### src/rtl/tokfifo_pkg.sv
package tokfifo_pkg;

    // Occupancy flags reported by one slice.
    typedef struct packed {
        logic full;
        logic empty;
    } occ_flags_t;

    // Ownership state of one token cursor.
    typedef enum logic {
        CUR_IDLE = 1'b0,
        CUR_OWN  = 1'b1
    } cursor_e;

    // Index of the ring neighbour that feeds slice idx.
    function automatic int ring_prev(input int idx, input int n);
        return (idx + n - 1) % n;
    endfunction

endpackage

### src/rtl/tokfifo_cursor.sv
// One token holder plus the location pointer that travels with it.
module tokfifo_cursor
    import tokfifo_pkg::*;
#(
    parameter int DEPTH = 16,
    localparam int PW = (DEPTH > 1) ? $clog2(DEPTH) : 1
) (
    input  logic          clk,
    input  logic          rst,
    input  logic          first_load,
    input  logic          xi,
    input  logic          step,
    output logic          own,
    output logic [PW-1:0] ptr,
    output logic          xo
);
    localparam logic [PW-1:0] LAST = PW'(DEPTH - 1);

    cursor_e st_q, st_d;

    assign own = (st_q == CUR_OWN);
    assign xo  = step && own && (ptr == LAST);

    always_comb begin
        st_d = st_q;
        if (xo) st_d = CUR_IDLE;
        if (xi) st_d = CUR_OWN;
    end

    always_ff @(posedge clk) begin
        if (rst) begin
            st_q <= first_load ? CUR_OWN : CUR_IDLE;
            ptr  <= '0;
        end else begin
            st_q <= st_d;
            if (step && own) ptr <= (ptr == LAST) ? '0 : ptr + 1'b1;
        end
    end

    // a cursor without its token keeps its pointer still
    p_ptr_frozen_r10: assert property (@(posedge clk) disable iff (rst)
        !own |=> $stable(ptr));
    // after handing the token on, the cursor is idle and back at location 0
    p_hand_off_r7: assert property (@(posedge clk) disable iff (rst)
        (xo && !xi) |=> (!own && ptr == '0));
    // an incoming token always lands on location 0
    p_enter_first_r7: assert property (@(posedge clk) disable iff (rst)
        (xi && !own) |-> (ptr == '0));

endmodule

### src/rtl/tokfifo_store.sv
// Storage array with one write port and a registered read port.
module tokfifo_store #(
    parameter int WIDTH = 9,
    parameter int DEPTH = 16,
    localparam int AW = (DEPTH > 1) ? $clog2(DEPTH) : 1
) (
    input  logic             clk,
    input  logic             rst,
    input  logic             we,
    input  logic [AW-1:0]    waddr,
    input  logic [WIDTH-1:0] wdata,
    input  logic             re,
    input  logic [AW-1:0]    raddr,
    output logic [WIDTH-1:0] rdata,
    output logic             rvalid
);
    logic [WIDTH-1:0] mem [DEPTH];

    always_ff @(posedge clk) begin
        if (we) mem[waddr] <= wdata;
    end

    always_ff @(posedge clk) begin
        if (rst) begin
            rdata  <= '0;
            rvalid <= 1'b0;
        end else begin
            rvalid <= re;
            if (re) rdata <= mem[raddr];
        end
    end

    // read data appears exactly one cycle after the read request
    p_read_latency_r6: assert property (@(posedge clk) disable iff (rst)
        re |=> rvalid);

endmodule

### src/rtl/tokfifo_slice.sv
// One slice of the ring: storage, two token cursors and occupancy.
module tokfifo_slice
    import tokfifo_pkg::*;
#(
    parameter int WIDTH = 9,
    parameter int DEPTH = 16
) (
    input  logic             clk,
    input  logic             rst,
    input  logic             first_load,
    input  logic             wr_en,
    input  logic [WIDTH-1:0] wr_data,
    input  logic             rd_en,
    input  logic             xi_wr,
    input  logic             xi_rd,
    output logic             xo_wr,
    output logic             xo_rd,
    output occ_flags_t       flags,
    output logic [WIDTH-1:0] rd_data,
    output logic             rd_valid,
    output logic             wr_own,
    output logic             rd_own
);
    localparam int AW = (DEPTH > 1) ? $clog2(DEPTH) : 1;
    localparam int CW = $clog2(DEPTH + 1);
    localparam logic [CW-1:0] CAP = CW'(DEPTH);

    logic [CW-1:0] count_q;
    logic [AW-1:0] wptr, rptr;
    logic          wr_fire, rd_fire;

    assign flags.full  = (count_q == CAP);
    assign flags.empty = (count_q == '0);
    assign wr_fire     = wr_en && wr_own && !flags.full;
    assign rd_fire     = rd_en && rd_own && !flags.empty;

    tokfifo_cursor #(.DEPTH(DEPTH)) u_wcur (
        .clk(clk), .rst(rst), .first_load(first_load), .xi(xi_wr),
        .step(wr_fire), .own(wr_own), .ptr(wptr), .xo(xo_wr)
    );

    tokfifo_cursor #(.DEPTH(DEPTH)) u_rcur (
        .clk(clk), .rst(rst), .first_load(first_load), .xi(xi_rd),
        .step(rd_fire), .own(rd_own), .ptr(rptr), .xo(xo_rd)
    );

    tokfifo_store #(.WIDTH(WIDTH), .DEPTH(DEPTH)) u_store (
        .clk(clk), .rst(rst),
        .we(wr_fire), .waddr(wptr), .wdata(wr_data),
        .re(rd_fire), .raddr(rptr), .rdata(rd_data), .rvalid(rd_valid)
    );

    always_ff @(posedge clk) begin
        if (rst) begin
            count_q <= '0;
        end else begin
            case ({wr_fire, rd_fire})
                2'b10:   count_q <= count_q + 1'b1;
                2'b01:   count_q <= count_q - 1'b1;
                default: count_q <= count_q;
            endcase
        end
    end

    // a write alone raises occupancy by one
    p_write_grows_r9: assert property (@(posedge clk) disable iff (rst)
        (wr_fire && !rd_fire) |=> (count_q == $past(count_q) + 1'b1));
    // a paired write and read leave occupancy unchanged
    p_pair_balanced_r9: assert property (@(posedge clk) disable iff (rst)
        (wr_fire && rd_fire) |=> $stable(count_q));
    // strobes reaching a slice with no token leave occupancy alone
    p_idle_slice_r10: assert property (@(posedge clk) disable iff (rst)
        (!wr_own && !rd_own) |=> $stable(count_q));
    // a full slice never overwrites a stored word
    p_no_overflow_r4: assert property (@(posedge clk) disable iff (rst)
        flags.full |=> (count_q <= CAP));

endmodule

### src/rtl/tokfifo_merge.sv
// Composite flags and read-data merge across all slices.
module tokfifo_merge #(
    parameter int WIDTH = 9,
    parameter int NUM   = 4
) (
    input  logic                 clk,
    input  logic                 rst,
    input  logic [NUM-1:0]       full_v,
    input  logic [NUM-1:0]       empty_v,
    input  logic [NUM-1:0]       valid_v,
    input  logic [NUM*WIDTH-1:0] data_v,
    output logic                 full,
    output logic                 empty,
    output logic                 rd_valid,
    output logic [WIDTH-1:0]     rd_data
);
    assign full     = &full_v;
    assign empty    = &empty_v;
    assign rd_valid = |valid_v;

    always_comb begin
        rd_data = '0;
        for (int i = 0; i < NUM; i++) begin
            if (valid_v[i]) rd_data = rd_data | data_v[i*WIDTH +: WIDTH];
        end
    end

    // at most one slice presents read data in a cycle
    p_single_source_r6: assert property (@(posedge clk) disable iff (rst)
        $countones(valid_v) <= 1);
    // the ring cannot be full and empty at once
    p_flags_exclusive_r3: assert property (@(posedge clk) disable iff (rst)
        !(full && empty));

endmodule

### src/rtl/tokfifo_chain.sv
// Ring of token-passing FIFO slices with composite flags.
module tokfifo_chain
    import tokfifo_pkg::*;
#(
    parameter int WIDTH       = 9,
    parameter int SLICE_DEPTH = 16,
    parameter int NUM_SLICES  = 4
) (
    input  logic             clk,
    input  logic             rst,
    input  logic             wr_en,
    input  logic [WIDTH-1:0] wr_data,
    input  logic             rd_en,
    output logic [WIDTH-1:0] rd_data,
    output logic             rd_valid,
    output logic             full,
    output logic             empty
);
    localparam int DW = NUM_SLICES * WIDTH;

    logic [NUM_SLICES-1:0] xo_wr_v, xo_rd_v;
    logic [NUM_SLICES-1:0] full_v, empty_v, valid_v;
    logic [NUM_SLICES-1:0] wown_v, rown_v;
    logic [DW-1:0]         data_v;

    for (genvar gi = 0; gi < NUM_SLICES; gi++) begin : g_slice
        localparam int PREV = ring_prev(gi, NUM_SLICES);
        occ_flags_t       fl;
        logic [WIDTH-1:0] sdata;

        tokfifo_slice #(.WIDTH(WIDTH), .DEPTH(SLICE_DEPTH)) u_slice (
            .clk(clk), .rst(rst),
            .first_load(gi == 0),
            .wr_en(wr_en), .wr_data(wr_data), .rd_en(rd_en),
            .xi_wr(xo_wr_v[PREV]), .xi_rd(xo_rd_v[PREV]),
            .xo_wr(xo_wr_v[gi]), .xo_rd(xo_rd_v[gi]),
            .flags(fl), .rd_data(sdata), .rd_valid(valid_v[gi]),
            .wr_own(wown_v[gi]), .rd_own(rown_v[gi])
        );

        assign full_v[gi]                   = fl.full;
        assign empty_v[gi]                  = fl.empty;
        assign data_v[gi*WIDTH +: WIDTH]    = sdata;
    end

    tokfifo_merge #(.WIDTH(WIDTH), .NUM(NUM_SLICES)) u_merge (
        .clk(clk), .rst(rst),
        .full_v(full_v), .empty_v(empty_v), .valid_v(valid_v), .data_v(data_v),
        .full(full), .empty(empty), .rd_valid(rd_valid), .rd_data(rd_data)
    );

    // exactly one write-token owner
    p_one_wr_token_r8: assert property (@(posedge clk) disable iff (rst)
        $countones(wown_v) == 1);
    // exactly one read-token owner
    p_one_rd_token_r8: assert property (@(posedge clk) disable iff (rst)
        $countones(rown_v) == 1);
    // a read against an empty ring yields no data
    p_empty_read_r5: assert property (@(posedge clk) disable iff (rst)
        (rd_en && empty) |=> !rd_valid);
    // an accepted read is followed by valid data
    p_read_served_r6: assert property (@(posedge clk) disable iff (rst)
        (rd_en && !empty) |=> rd_valid);
    // at most one write hand-off and one read hand-off per cycle
    p_single_handoff_r7: assert property (@(posedge clk) disable iff (rst)
        ($countones(xo_wr_v) <= 1) && ($countones(xo_rd_v) <= 1));

endmodule

### config.mk
export PLATFORM = sky130hd
export DESIGN_NAME = tokfifo_chain
export DESIGN_NICKNAME = d
export VERILOG_FILES = /design/src/rtl/tokfifo_pkg.sv /design/src/rtl/tokfifo_cursor.sv /design/src/rtl/tokfifo_store.sv /design/src/rtl/tokfifo_slice.sv /design/src/rtl/tokfifo_merge.sv /design/src/rtl/tokfifo_chain.sv
export SDC_FILE = /design/constraint.sdc
export NUM_CORES = 1
export LEC_CHECK = 0
export BUFFER_PORTS_ARGS = -buffer_cell sky130_fd_sc_hd__buf_2
export CAP_MARGIN = 20
export CORE_ASPECT_RATIO = 1.4
export CORE_MARGIN = 2
export CORE_UTILIZATION = 44
export DETAILED_ROUTE_END_ITERATION = 16
export REMOVE_ABC_BUFFERS = 1
export SYNTH_ARGS = -nofsm -noshare
export SYNTH_HDL_FRONTEND = slang
export SYNTH_HIERARCHICAL = 1
export SYNTH_SLANG_ARGS = --single-unit
### constraint.sdc
create_clock -name clk -period 2.9 [get_ports clk]
set_clock_uncertainty 0.05 [all_clocks]
set_input_delay 0.145 -clock clk [delete_from_list [all_inputs] [get_ports clk]]
set_output_delay 0.145 -clock clk [all_outputs]
set_load 0.05 [all_outputs]
==> metrics.yaml <==
routing:
  antenna_left: 0
  wirelength_um: 62700
  dr_total_vias: 15500
  drtIter0Drc: 1256
  wl_per_cell_um: 22.2
  via_per_inst: 5.48
  dr.pass1.iters: 5
  drc: 0
synthesis:
  synth_area_leader_cell: "edfxtp_1"
  postSynthAreaPerCell_sq_um: 15.2
  synth_enable_flop_cells: 584
  ys_ff_latch: 676
  yosysUniqueCellTypes: 41
  synth_cells: 1824
  synth.yosys.seq_area_share_pct: 70.0
  synth.area.top_cells: "edfxtp_1 (63%), mux2i_1 (11%), dfxtp_1 (6.7%)"
  synth_ff_type: "edfxtp_1"
  synth_top_area_share_pct: 63.3
  synth_area_sq_mm: 0.0277
  synthArstFlopShare_pct: 0
  ys.warnings.count: 6
flow_run:
  maxCapViolCount: 0
power_and_ir_drop:
  ir_drop_v: 0.000421
  power.density_mw_per_mm2: 634
  netSwitchingFraction_pct: 21.3
  p_int_mw: 15.5
  clkPwrFrac_pct: 40.3
  power_frac_seq_pct: 55.0
  comb_power_share_pct: 4.7
  p_leak_nw: 10.1
  total_power_mw: 19.7
  p_switching_mw: 4.18
global_route:
  overflow: 0
  antenna_found_initial: 0
  grt_usage_pct: 19.1
  grt_pass1_wl_um: 94200
  grt_max_degree: 73
  grt_pass1_vias: 15600
setup_path:
  crit_chain: "nor4_1 -> nand2_1 -> nand3_1 -> ha_1 -> inv_1 -> fa_1 -> and2b_1 -> o22ai_2 -> mux2i_1 -> mux2_1"
  crit_slowest_cell: "fa_1"
  critical_path_buf_inv_count: 1
  worst_path_dominant_cell_family: "simple AND/OR/NAND/NOR gates"
  cp.arrival_ns: 3.14
  cp_max_fo: 5
  start_kind: "flip-flop"
  reg2reg_slack_ns: 0.20
  worstPathRequired_ns: 3.34
  path_class: "flip-flop to flip-flop"
  slowest_delay_ns: 0.39
  end_kind: "flip-flop"
cells_and_area:
  antenna_cells: 0
  layout_commonest_cell: "edfxtp_1"
  ff_latch_area_sq_mm: 0.0194
  syn2layout_area_growth_pct: 12.0
  final_area_sq_mm: 0.0310
  multi_input_area_sq_mm: 0.00753
  instances_no_fill: 2826
  fillers: 5288
  drive_gt1_share_pct: 13.1
  fin_nets: 1993
  final_cell_mix: "edfxtp_1 (584), mux2i_1 (292), nand3_1 (140)"
sta:
  rsz0062_at_grt: "no"
  max_freq_mhz: 371
  slew_violations: 0
  fin_crit_ns: 2.70
  fin_hold_ws_ns: 0.0315
  tightest_slew_ns: 1.08
  min_period_over_period_pct: 92.9
  hold_viol_final: 0
  slew_headroom_pct: 28.2
  setup_viol: 0
placed_design:
  dp.cells: 2714
  routabilityCongestion: 0.833
  dp_hpwl_um: 40600
  port_buffers: 24
  placed_area_sq_mm: 0.0290
floorplan:
  core_area_sq_mm: 0.0622
  die_h_um: 301
  rows: 108
  die_w_um: 216
  start_util_pct: 44.6
  die-area_sq_mm: 0.0650
  design.portCount: 25
hold_path:
  worst_hold_path_type: "primary input to flip-flop"
clock_network:
  h-tree-depth: 2
  postCtsSetupBuffers: 0
  clkSlewWorstSetupHoldPaths_ns: 0.07
  cts_buffers: 59
  insertion_delay_ns: 0.60
  clock-sinks: 676
  cts_tree: "yes"
  cts_root_buf: "clkbuf_16"
  clock_path_buffers: 3
status:
  status: "completed"
-- power by group through the flow --
| stage | Combinational, mW | Sequential, mW | Clock, mW |
|---|---|---|---|
| after floorplan | 0.498 | 11.0 | 0 |
| after global placement | 0.895 | 11.0 | 0 |
| after detailed placement | 0.926 | 11.0 | 0 |
| after CTS | 0.931 | 10.8 | 8.08 |
| after global routing | 1.02 | 10.8 | 8.45 |
| final | 0.928 | 10.8 | 7.94 |
-- cells in the mapped netlist (4+ instances only) --
library cell	number
a211oi_2	8
a21o_1	4
a21oi_1	56
a22oi_1	126
and2_1	4
and2b_1	4
and4bb_1	4
buf_12	12
buf_2	21
buf_4	13
buf_6	17
buf_8	8
dfxtp_1	92
edfxtp_1	584
fa_1	4
ha_1	24
inv_1	20
mux2_1	4
mux2_2	8
mux2i_1	292
nand2_1	113
nand2_2	8
nand2b_1	8
nand3_1	140
nand3b_1	12
nor2_1	104
nor2_2	4
nor2b_1	28
nor3_1	28
nor4_1	8
o21ai_0	8
o22ai_2	4
or3_1	20
or3b_2	4
xor2_1	20
-- sequential cells by signal, indices dropped and copies added (netlist names) --
signal and count:
g_slice.u_slice/u_rcur/own 4, g_slice.u_slice/u_store/mem 576, g_slice.u_slice/u_store/rvalid 4, g_slice.u_slice/u_rcur/ptr 16, g_slice.u_slice/u_store/rdata 36, g_slice.u_slice/u_wcur/ptr 16
g_slice.u_slice/count_q 20, g_slice.u_slice/u_wcur/own 4
-- per-stage QoR --
step | utilization [%] | setup TNS, ns | setup slack, ns
floorplan | - | -26.13 | -0.641
global placement | 46.7 | 0 | 0.209
detailed placement | 46.7 | 0 | 0.119
CTS | 49.9 | 0 | 0.0999
global route | 49.9 | 0 | 0.00907
finish | 49.9 | 0 | 0.205
-- layout make-up --
| type | count | area share [%] |
|---|---|---|
| clock buffer | 75 | 5.19 |
| clock inverter | 35 | 1.09 |
| inverter | 20 | 0.242 |
| multi-input combinational | 1062 | 24.3 |
| sequential | 676 | 62.5 |
| tap | 825 | 3.33 |
| timing repair buffer | 133 | 3.36 |
-- path summary, 6_finish.rpt --
check / cells past startpoint / end / startpoint
worst max-delay path: 10 / g_slice[2].u_slice/count_q[4] / g_slice[2].u_slice/count_q[1]
worst min-delay path: 2 / g_slice[2].u_slice/u_store/mem[0][3] / wr_data[3]
worst min register to register: 2 / g_slice[3].u_slice/u_store/rdata[0] / g_slice[3].u_slice/u_store/rdata[0]
worst max register to register: 10 / g_slice[2].u_slice/count_q[4] / g_slice[2].u_slice/count_q[1]
-- per-layer routing --
metal	track usage, %	vias to the layer above	wire (um)
li1	-	7225	-
met4	8.02	0	2620
met2	33.9	295	32000
met5	0	-	0
met1	23.9	7852	26200
met3	2.15	116	1940
-- kinds of logic (layout without fill, tap and decap cells) --
family                     count (synthesis)  count (layout)  share of synthesized area (%)
AOI/OAI and AO/OA                        206             206                           5.22
and+or+nand+nor                          496             496                           8.72
adders and majority gates                 28              28                           1.37
xor gates and xnor gates                  20              20                          0.633
muxes                                    304             304                           11.0
DFF                                      676             676                           70.0
buffers and inverters                     92             263                           3.01
other                                      2               8                         0.0271
-- timing repair --
action | CTS | global route
hold endpoints to repair | 10 | 0
hold buffers | 1 | 0
setup endpoints to repair | 0 | 3
gates resized for setup | 0 | 4
Power figures use the tool's default switching activity.
